`config.mk`:
```
export PLATFORM = sky130hd
export DESIGN_NAME = hostreg_slave
export DESIGN_NICKNAME = d
export VERILOG_FILES = /design/src/rtl/hostreg_slave.sv
export SDC_FILE = /design/constraint.sdc
export NUM_CORES = 2
export LEC_CHECK = 0
export BUFFER_PORTS_ARGS = -buffer_cell sky130_fd_sc_hd__buf_2
export CAP_MARGIN = 25
export CORE_AREA = 2 2 392 394
export CTS_BUF_LIST = sky130_fd_sc_hd__clkbuf_16
export DETAILED_ROUTE_END_ITERATION = 16
export DIE_AREA = 0 0 394 396
export HOLD_SLACK_MARGIN = 0.03
export PLACE_DENSITY_LB_ADDON = 0.3
export SETUP_SLACK_MARGIN = 0.4
export SLEW_MARGIN = 20
export SYNTH_ARGS = -nofsm -noshare
export SYNTH_HDL_FRONTEND = slang
export SYNTH_SLANG_ARGS = --single-unit
```
`constraint.sdc`:
```
create_clock -name clk -period 3 [get_ports clk]
set_input_delay 0.15 -clock clk [delete_from_list [all_inputs] [get_ports clk]]
set_output_delay 0.15 -clock clk [all_outputs]
set_load 0.01 [all_outputs]
```
`src/rtl/hostreg_slave.sv`:
```
module hostreg_slave #(
  parameter int PORTS  = 8,
  parameter int AW     = 11,
  parameter int DW     = 32,
  parameter int CTRL_N = 4,
  parameter int MGMT_N = 6,
  parameter int GLB_N  = 4,
  parameter logic [7:0] CTRL_BASE = 8'h00,
  parameter logic [7:0] STAT_BASE = 8'h40,
  parameter logic [7:0] MGMT_BASE = 8'h80,
  parameter logic [7:0] GLB_BASE  = 8'hC0
) (
  input  logic             clk,
  input  logic             rst_n,
  input  logic             cs_n,
  input  logic             rw,
  input  logic [AW-1:0]    addr,
  input  logic [DW-1:0]    data_in,
  output logic [DW-1:0]    data_out,
  output logic             data_oe,
  output logic             ack_n,
  input  logic [PORTS-1:0] stat_evt
);
  localparam int OFS_W  = 8;
  localparam int PORT_W = AW - OFS_W;
  localparam int PI_W   = PORTS > 1 ? $clog2(PORTS) : 1;
  localparam int CI_W   = CTRL_N > 1 ? $clog2(CTRL_N) : 1;
  localparam int MI_W   = MGMT_N > 1 ? $clog2(MGMT_N) : 1;
  localparam int GI_W   = GLB_N > 1 ? $clog2(GLB_N) : 1;

  logic [1:0] cs_sync, rw_sync;
  logic       busy;
  wire        cs_s = cs_sync[1];
  wire        rw_s = rw_sync[1];

  logic [DW-1:0] ctrl_q [PORTS][CTRL_N];
  logic [DW-1:0] stat_q [PORTS];
  logic [DW-1:0] mgmt_q [MGMT_N];
  logic [DW-1:0] glb_q  [GLB_N];

  wire [PORT_W-1:0] port = addr[AW-1:OFS_W];
  wire [OFS_W-1:0]  ofs  = addr[OFS_W-1:0];
  wire [OFS_W-1:0]  rel_c = ofs - CTRL_BASE;
  wire [OFS_W-1:0]  rel_m = ofs - MGMT_BASE;
  wire [OFS_W-1:0]  rel_g = ofs - GLB_BASE;

  wire [PI_W-1:0] port_i = PI_W'(port);
  wire [CI_W-1:0] ci = CI_W'(rel_c);
  wire [MI_W-1:0] mi = MI_W'(rel_m);
  wire [GI_W-1:0] gi = GI_W'(rel_g);

  wire port_ok  = int'(port) < PORTS;
  wire ctrl_hit = port_ok && (int'(rel_c) < CTRL_N);
  wire stat_hit = port_ok && (ofs == STAT_BASE);
  wire mgmt_hit = (port == '0) && (int'(rel_m) < MGMT_N);
  wire glb_hit  = int'(rel_g) < GLB_N;

  logic [DW-1:0] rd_val;
  always_comb begin
    rd_val = '0;
    if (ctrl_hit)      rd_val = ctrl_q[port_i][ci];
    else if (stat_hit) rd_val = stat_q[port_i];
    else if (mgmt_hit) rd_val = mgmt_q[mi];
    else if (glb_hit)  rd_val = glb_q[gi];
  end

  always_ff @(posedge clk or negedge rst_n) begin
    if (!rst_n) begin
      cs_sync  <= 2'b11;
      rw_sync  <= 2'b11;
      busy     <= 1'b0;
      ack_n    <= 1'b1;
      data_oe  <= 1'b0;
      data_out <= '0;
      for (int p = 0; p < PORTS; p++)
        for (int r = 0; r < CTRL_N; r++) ctrl_q[p][r] <= '0;
      for (int r = 0; r < MGMT_N; r++) mgmt_q[r] <= '0;
      for (int r = 0; r < GLB_N; r++)  glb_q[r]  <= '0;
    end else begin
      cs_sync <= {cs_sync[0], cs_n};
      rw_sync <= {rw_sync[0], rw};
      ack_n   <= 1'b1;
      if (!busy) begin
        if (!cs_s) begin
          busy  <= 1'b1;
          ack_n <= 1'b0;
          if (rw_s) begin
            data_out <= rd_val;
            data_oe  <= 1'b1;
          end else if (ctrl_hit) ctrl_q[port_i][ci] <= data_in;
          else if (mgmt_hit)     mgmt_q[mi]         <= data_in;
          else if (glb_hit)      glb_q[gi]          <= data_in;
        end
      end else if (cs_s) begin
        busy    <= 1'b0;
        data_oe <= 1'b0;
      end
    end
  end

  always_ff @(posedge clk or negedge rst_n) begin
    if (!rst_n) begin
      for (int p = 0; p < PORTS; p++) stat_q[p] <= '0;
    end else begin
      for (int p = 0; p < PORTS; p++)
        if (stat_evt[p]) stat_q[p] <= stat_q[p] + 1'b1;
    end
  end

  assert_ack_pulse_R2: assert property (@(posedge clk) disable iff (!rst_n)
    !ack_n |=> ack_n);
  assert_ack_needs_cs_R1: assert property (@(posedge clk) disable iff (!rst_n)
    $fell(ack_n) |-> !$past(cs_s));
  assert_no_reaccess_R3: assert property (@(posedge clk) disable iff (!rst_n)
    (busy && !cs_s && ack_n) |=> ack_n);
  assert_bus_release_R9: assert property (@(posedge clk) disable iff (!rst_n)
    (busy && cs_s) |=> !data_oe);
  assert_oe_read_only_R9: assert property (@(posedge clk) disable iff (!rst_n)
    (data_oe && !cs_s) |-> rw_s);

  for (genvar p = 0; p < PORTS; p++) begin : g_stat_chk
    assert_stat_step_R7: assert property (@(posedge clk) disable iff (!rst_n)
      !$stable(stat_q[p]) |-> (stat_q[p] == $past(stat_q[p]) + 1'b1) && $past(stat_evt[p]));
  end
endmodule

```
### Yosys cells after proc, flatten, opt, wreduce, memory -nomap -nowiden

Index checks and enable logic that the tools add are counted.

| word-level totals | value |
|---|---|
| flip-flop bits (word level) | 1,639 |
| logic and storage cells | 138 |

| operators by class | value |
|---|---|
| $add $sub $neg | 10 |
| order comparisons | 11 |
| equal/unequal tests | 3 |
| multiplexer cells | 37 |
| bitwise logic cells | 9 |
| reductions and logical operators | 12 |

Operators with widths:

| operator | count |
|---|---|
| $bwmux 1024 | 1 |
| $mux 32 | 15 |
| $bmux 128 s3 | 1 |
| $demux 128 s3 | 1 |
| $mux 128 | 3 |
| $add 32x1->32 const B | 8 |
| $bmux 32 s3 | 2 |
| $bwmux 192 | 1 |
| $bmux 32 s2 | 2 |
| $bwmux 128 | 1 |
| $demux 32 s2 | 2 |
| $demux 32 s3 | 1 |
| $lt 8x3->1 const B | 3 |
| $sub 8x8->8 const B | 2 |
| $eq 8x7->1 const B | 1 |
| $ge 4x4->1 const B | 2 |
| $lt 4x1->1 const B | 2 |
| $not 3->4 | 2 |
| $mux 1 | 7 |
| $ge 3x3->1 const B | 2 |
| $lt 3x1->1 const B | 2 |
| $not 2->3 | 2 |
| $reduce_and 3->1 | 2 |
| $reduce_and 6->1 | 1 |
| 8 further kinds | 16 |

### Depth between registers and ports, before layout

| depth | value |
|---|---|
| word-level depth | 9 |
| gate-level depth with buffers | 11 |

### Least setup slack after synthesis

No wires, ideal clock.

| timing | value |
|---|---|
| kind | input-to-reg |
| start | in addr[2] |
| end | reg data_out[8] |
| library setup time | 0.130 ns |
| arrival time | 2.183 ns |
| data required time | 2.870 ns |
| path slack | 0.687 ns |
| stages | 8 |
| buffers on the path | 2 |
| path through | or4_1 -> buf_2 -> or4b_2 -> clkbuf_1 -> a221oi_1 -> a21oi_1 -> a221oi_1 -> a21oi_1 |

| between the ends | value |
|---|---|
| cells in the longest elaborated chain, start to end | 8 |
| elaborated cells on any way between the ends | 15 |
| classes of those cells | add/sub: 2; order compare: 3; eq/ne: 1; mux: 7; bitwise: 1; reduce/logical: 1 |

Ends and longest elaborated chain:

| item | line | RTL |
|---|---|---|
| start: declaration | 17 | `input logic [AW-1:0] addr,` |
| branches (longest 7 deep; another with $sub 8x8->8) | -- |  |
| $mux 32 (*) | 61 | `if (ctrl_hit) rd_val = ctrl_q[port_i][ci];` |
| end signal: assignment | 88 | `data_out <= rd_val;` |
| end: declaration | 19 | `output logic [DW-1:0] data_out,` |

Every way passes the cells marked *. The select of a mux whose other input is x is not followed.
A chain may end at the register's enable or synchronous reset.

### Final worst setup path

| timing | value |
|---|---|
| start | in addr[1] |
| end | reg data_out[27] |

| between the ends | value |
|---|---|
| cells in the longest elaborated chain, start to end | 9 |
| elaborated cells on any way between the ends | 23 |
| classes of those cells | add/sub: 2; order compare: 3; eq/ne: 1; mux: 13; bitwise: 3; reduce/logical: 1 |

Ends and longest elaborated chain:

| item | line |
|---|---|
| branches (longest 8 deep; another with $sub 8x8->8) | -- |
| $mux 32 (*) | 61 |

Marked as above.

==> run metrics <==
Worst Setup EP data_out[27]$_DFFE_PN0P_; Num CTS Buffers ~170; design area between 80000 and 90000 um^2; syn avg cell area 13.56 um^2; top post-synthesis cells by count dfrtp_1, mux2_2, mux2_1; total leakage power 41.63 nW; endpoints failing setup 0; Hold WC Path Type in -> reg; layout net count about 5800; H-tree depth 4; gr ovfl total 0; Worst setup EP type register; via-per-instance ratio about 6.4; Arr. time, crit path about 3300 ps; largest family of logic cells by synthesized area multiplexers; drc violations 0; mux cell area share after synthesis between 20% and 30%; XOR/XNOR share of the synthesized area 2.879%; Post-DP HPWL 156000 um; post-layout min period about 2600 ps; Worst-Skew Late Latency ~840 ps; Simple-Gate Fraction of Synth Area ~4.8%; total I/O pin count between 80 and 90; Worst R2R Start cs_sync[1]$_DFF_PN1_; Seq/Total Area, Yosys 54.37%; Util after Layout a little under three fifths; TNS Setup 0 ps; initial antenna violation count 9; placed inst area around 80000 um^2; Max Cap Violations 0; leading area contributor after synthesis dfrtp_1; routed len/inst approximately 30 um; asr flop ratio synth 100.0%; layout cells sized above 1 between 30% and 40%; required time of the worst setup path 3680 ps; Setup crit start kind input pin; worst r2r dst data_out[5]$_DFFE_PN0P_; Mapped Cells approximately 5600; register bit total from synthesis roughly 1600; Main synth FF type dfrtp_1; CP Launch Point addr[1]; most common cell in the netlist dfrtp_1; Hold Fails Final Rpt 0; Max-Slew Margin vs Limit 27.25%; compound-cell area share of the yosys netlist 6.138%; TritonRoute pass-1 iters 5; die area 156000 um^2; first-pass GRT wire length 356600 um; Detailed Route Iter0 Violations around 5400; CP max FO 46; syn nets about 5600; clk root buf clkbuf_16; core area ~150000 um^2; area share of the largest cell type after synthesis a little over half; clock tree sinks 1639; Post-Syn Area about 75000 um^2; chip width between 300 and 400 um; vias in the first global route just over 50000; CTS max path bufs 3; Slew Limit Fails 0; critical path class in -> reg; fin crit share a little under nine tenths; Worst-path clk slew ~60 ps; Detail Route Antenna Nets 0; GPL Wtd Cong roughly 0.9; TritonCTS clock tree yes; pwr dens 549.0 nW/um^2; Ys Warns 0; Worst Skew ~40 ps; Routed WL between 200000 and 250000 um; pin count of the biggest net entering global routing 160; Worst Reg-to-Reg Cells 7; unrepaired setup endpoints after global routing no; maximum operating frequency approximately 390 MHz; Slew @ Worst Pin roughly 1100 ps; Yosys cell types 71; top post-synthesis cells by area dfrtp_1, mux2_2, mux4_2, mux2_1, xnor2_1; VDD IR max about 610 uV; EDFF count, synth 0; GR Util All Layers a little under a third; Die H between 300 and 400 um; FF-to-FF setup slack 480 ps; P&R area growth vs syn 13.14%; Initial Util 49.78%; Synth Area in Adders less than 1%; Std-Cell Rows 143; IO Port Bufs 88; outcome finished, final reports clean; DR vias 50554
-- logic make-up after synthesis --
| logic type | count (synthesis) |
|---|---|
| flops | 1639 |
| buf+inv | 503 |
| fa+ha+maj | 9 |
| compound gates | 628 |
| simple gates | 763 |
| mux | 1775 |
| xor+xnor | 248 |
-- cell type report --
class                      instances  area [um^2]
antenna                            2        5.005
clock buffer                     168         4204
clock inverter                   132        963.4
fill                           12242        66190
inverter                          24        92.59
multi-input combinational       3423        32660
sequential                      1639        41020
tap                             2030         2540
timing repair buffer             436         3880
-- through the flow --
step	hold WS, ps	instances	total power, mW	setup WS, ps
CTS	31.13	7852	47.02	417.6
global placement	90.54	7533	27.04	-278.7
finish	74.86	7854	46.86	428.5
global route	82.81	7852	48.30	413.8
floorplan	-145.6	5565	25.13	686.7
detailed placement	92.20	7533	27.10	-230.3
-- sequential cells by signal, indices dropped and copies added (netlist names) --
name / flops
stat_q: 256
glb_q: 128
mgmt_q: 192
data_oe: 1
cs_sync: 2
rw_sync: 2
data_out: 32
busy: 1
ack_n: 1
ctrl_q: 1024
-- per-layer routing --
layer | track usage (%) | up-vias | routed length [um]
met5 | 0 | - | 71
met4 | 14.14 | 12 | 12570
met3 | 7.389 | 641 | 22850
met2 | 46.23 | 2426 | 106600
met1 | 43.04 | 26707 | 98910
li1 | - | 20768 | -
-- how the worst min path moves through the flow --
stage / start / to / slack, ps / depth (start not counted)
global placement: rst_n / stat_q[183]$_DFFE_PN0P_ / 90 / 1
global route: addr[9] / data_out[18]$_DFFE_PN0P_ / 80 / 5
CTS: addr[7] / data_out[22]$_DFFE_PN0P_ / 30 / 5
floorplan: rst_n / busy$_DFF_PN0_ / -150 / 0
detailed placement: rst_n / stat_q[183]$_DFFE_PN0P_ / 90 / 1
finish: addr[7] / data_out[22]$_DFFE_PN0P_ / 70 / 5
-- power breakdown --
part	total, mW	internal, mW	switching (mW)
registers	23.3	22.6	0.678
clock network	20.1	11.0	9.03
logic	3.52	1.19	2.33
-- timing repair --
action	4_1_cts	5_1_grt
hold buffers	19	0
setup buffers	0	0
resized for setup	0	3
setup endpoints to repair	0	5
endpoints found under the hold margin	1473	0
-- layout by cell type (no fill, tap or decap), types with 100 or more instances in the layout --
cell	count
mux4_2	181
a221oi_1	147
nand3_1	100
nor2_1	166
mux2_1	307
nand2_1	236
mux2i_1	157
clkbuf_16	168
dfrtp_1	1634
buf_4	273
xnor2_1	183
mux2_2	1130
-- critical path: stages --
cell and delay (ps):
buf_4 100, dlygate4sd3_1 590, buf_12 320, inv_1 100, nand2_1 340, buf_4 430, o22ai_1 140, a2111oi_0 730
buf_4 230, nor4_1 50
Power figures use the tool's default switching activity.
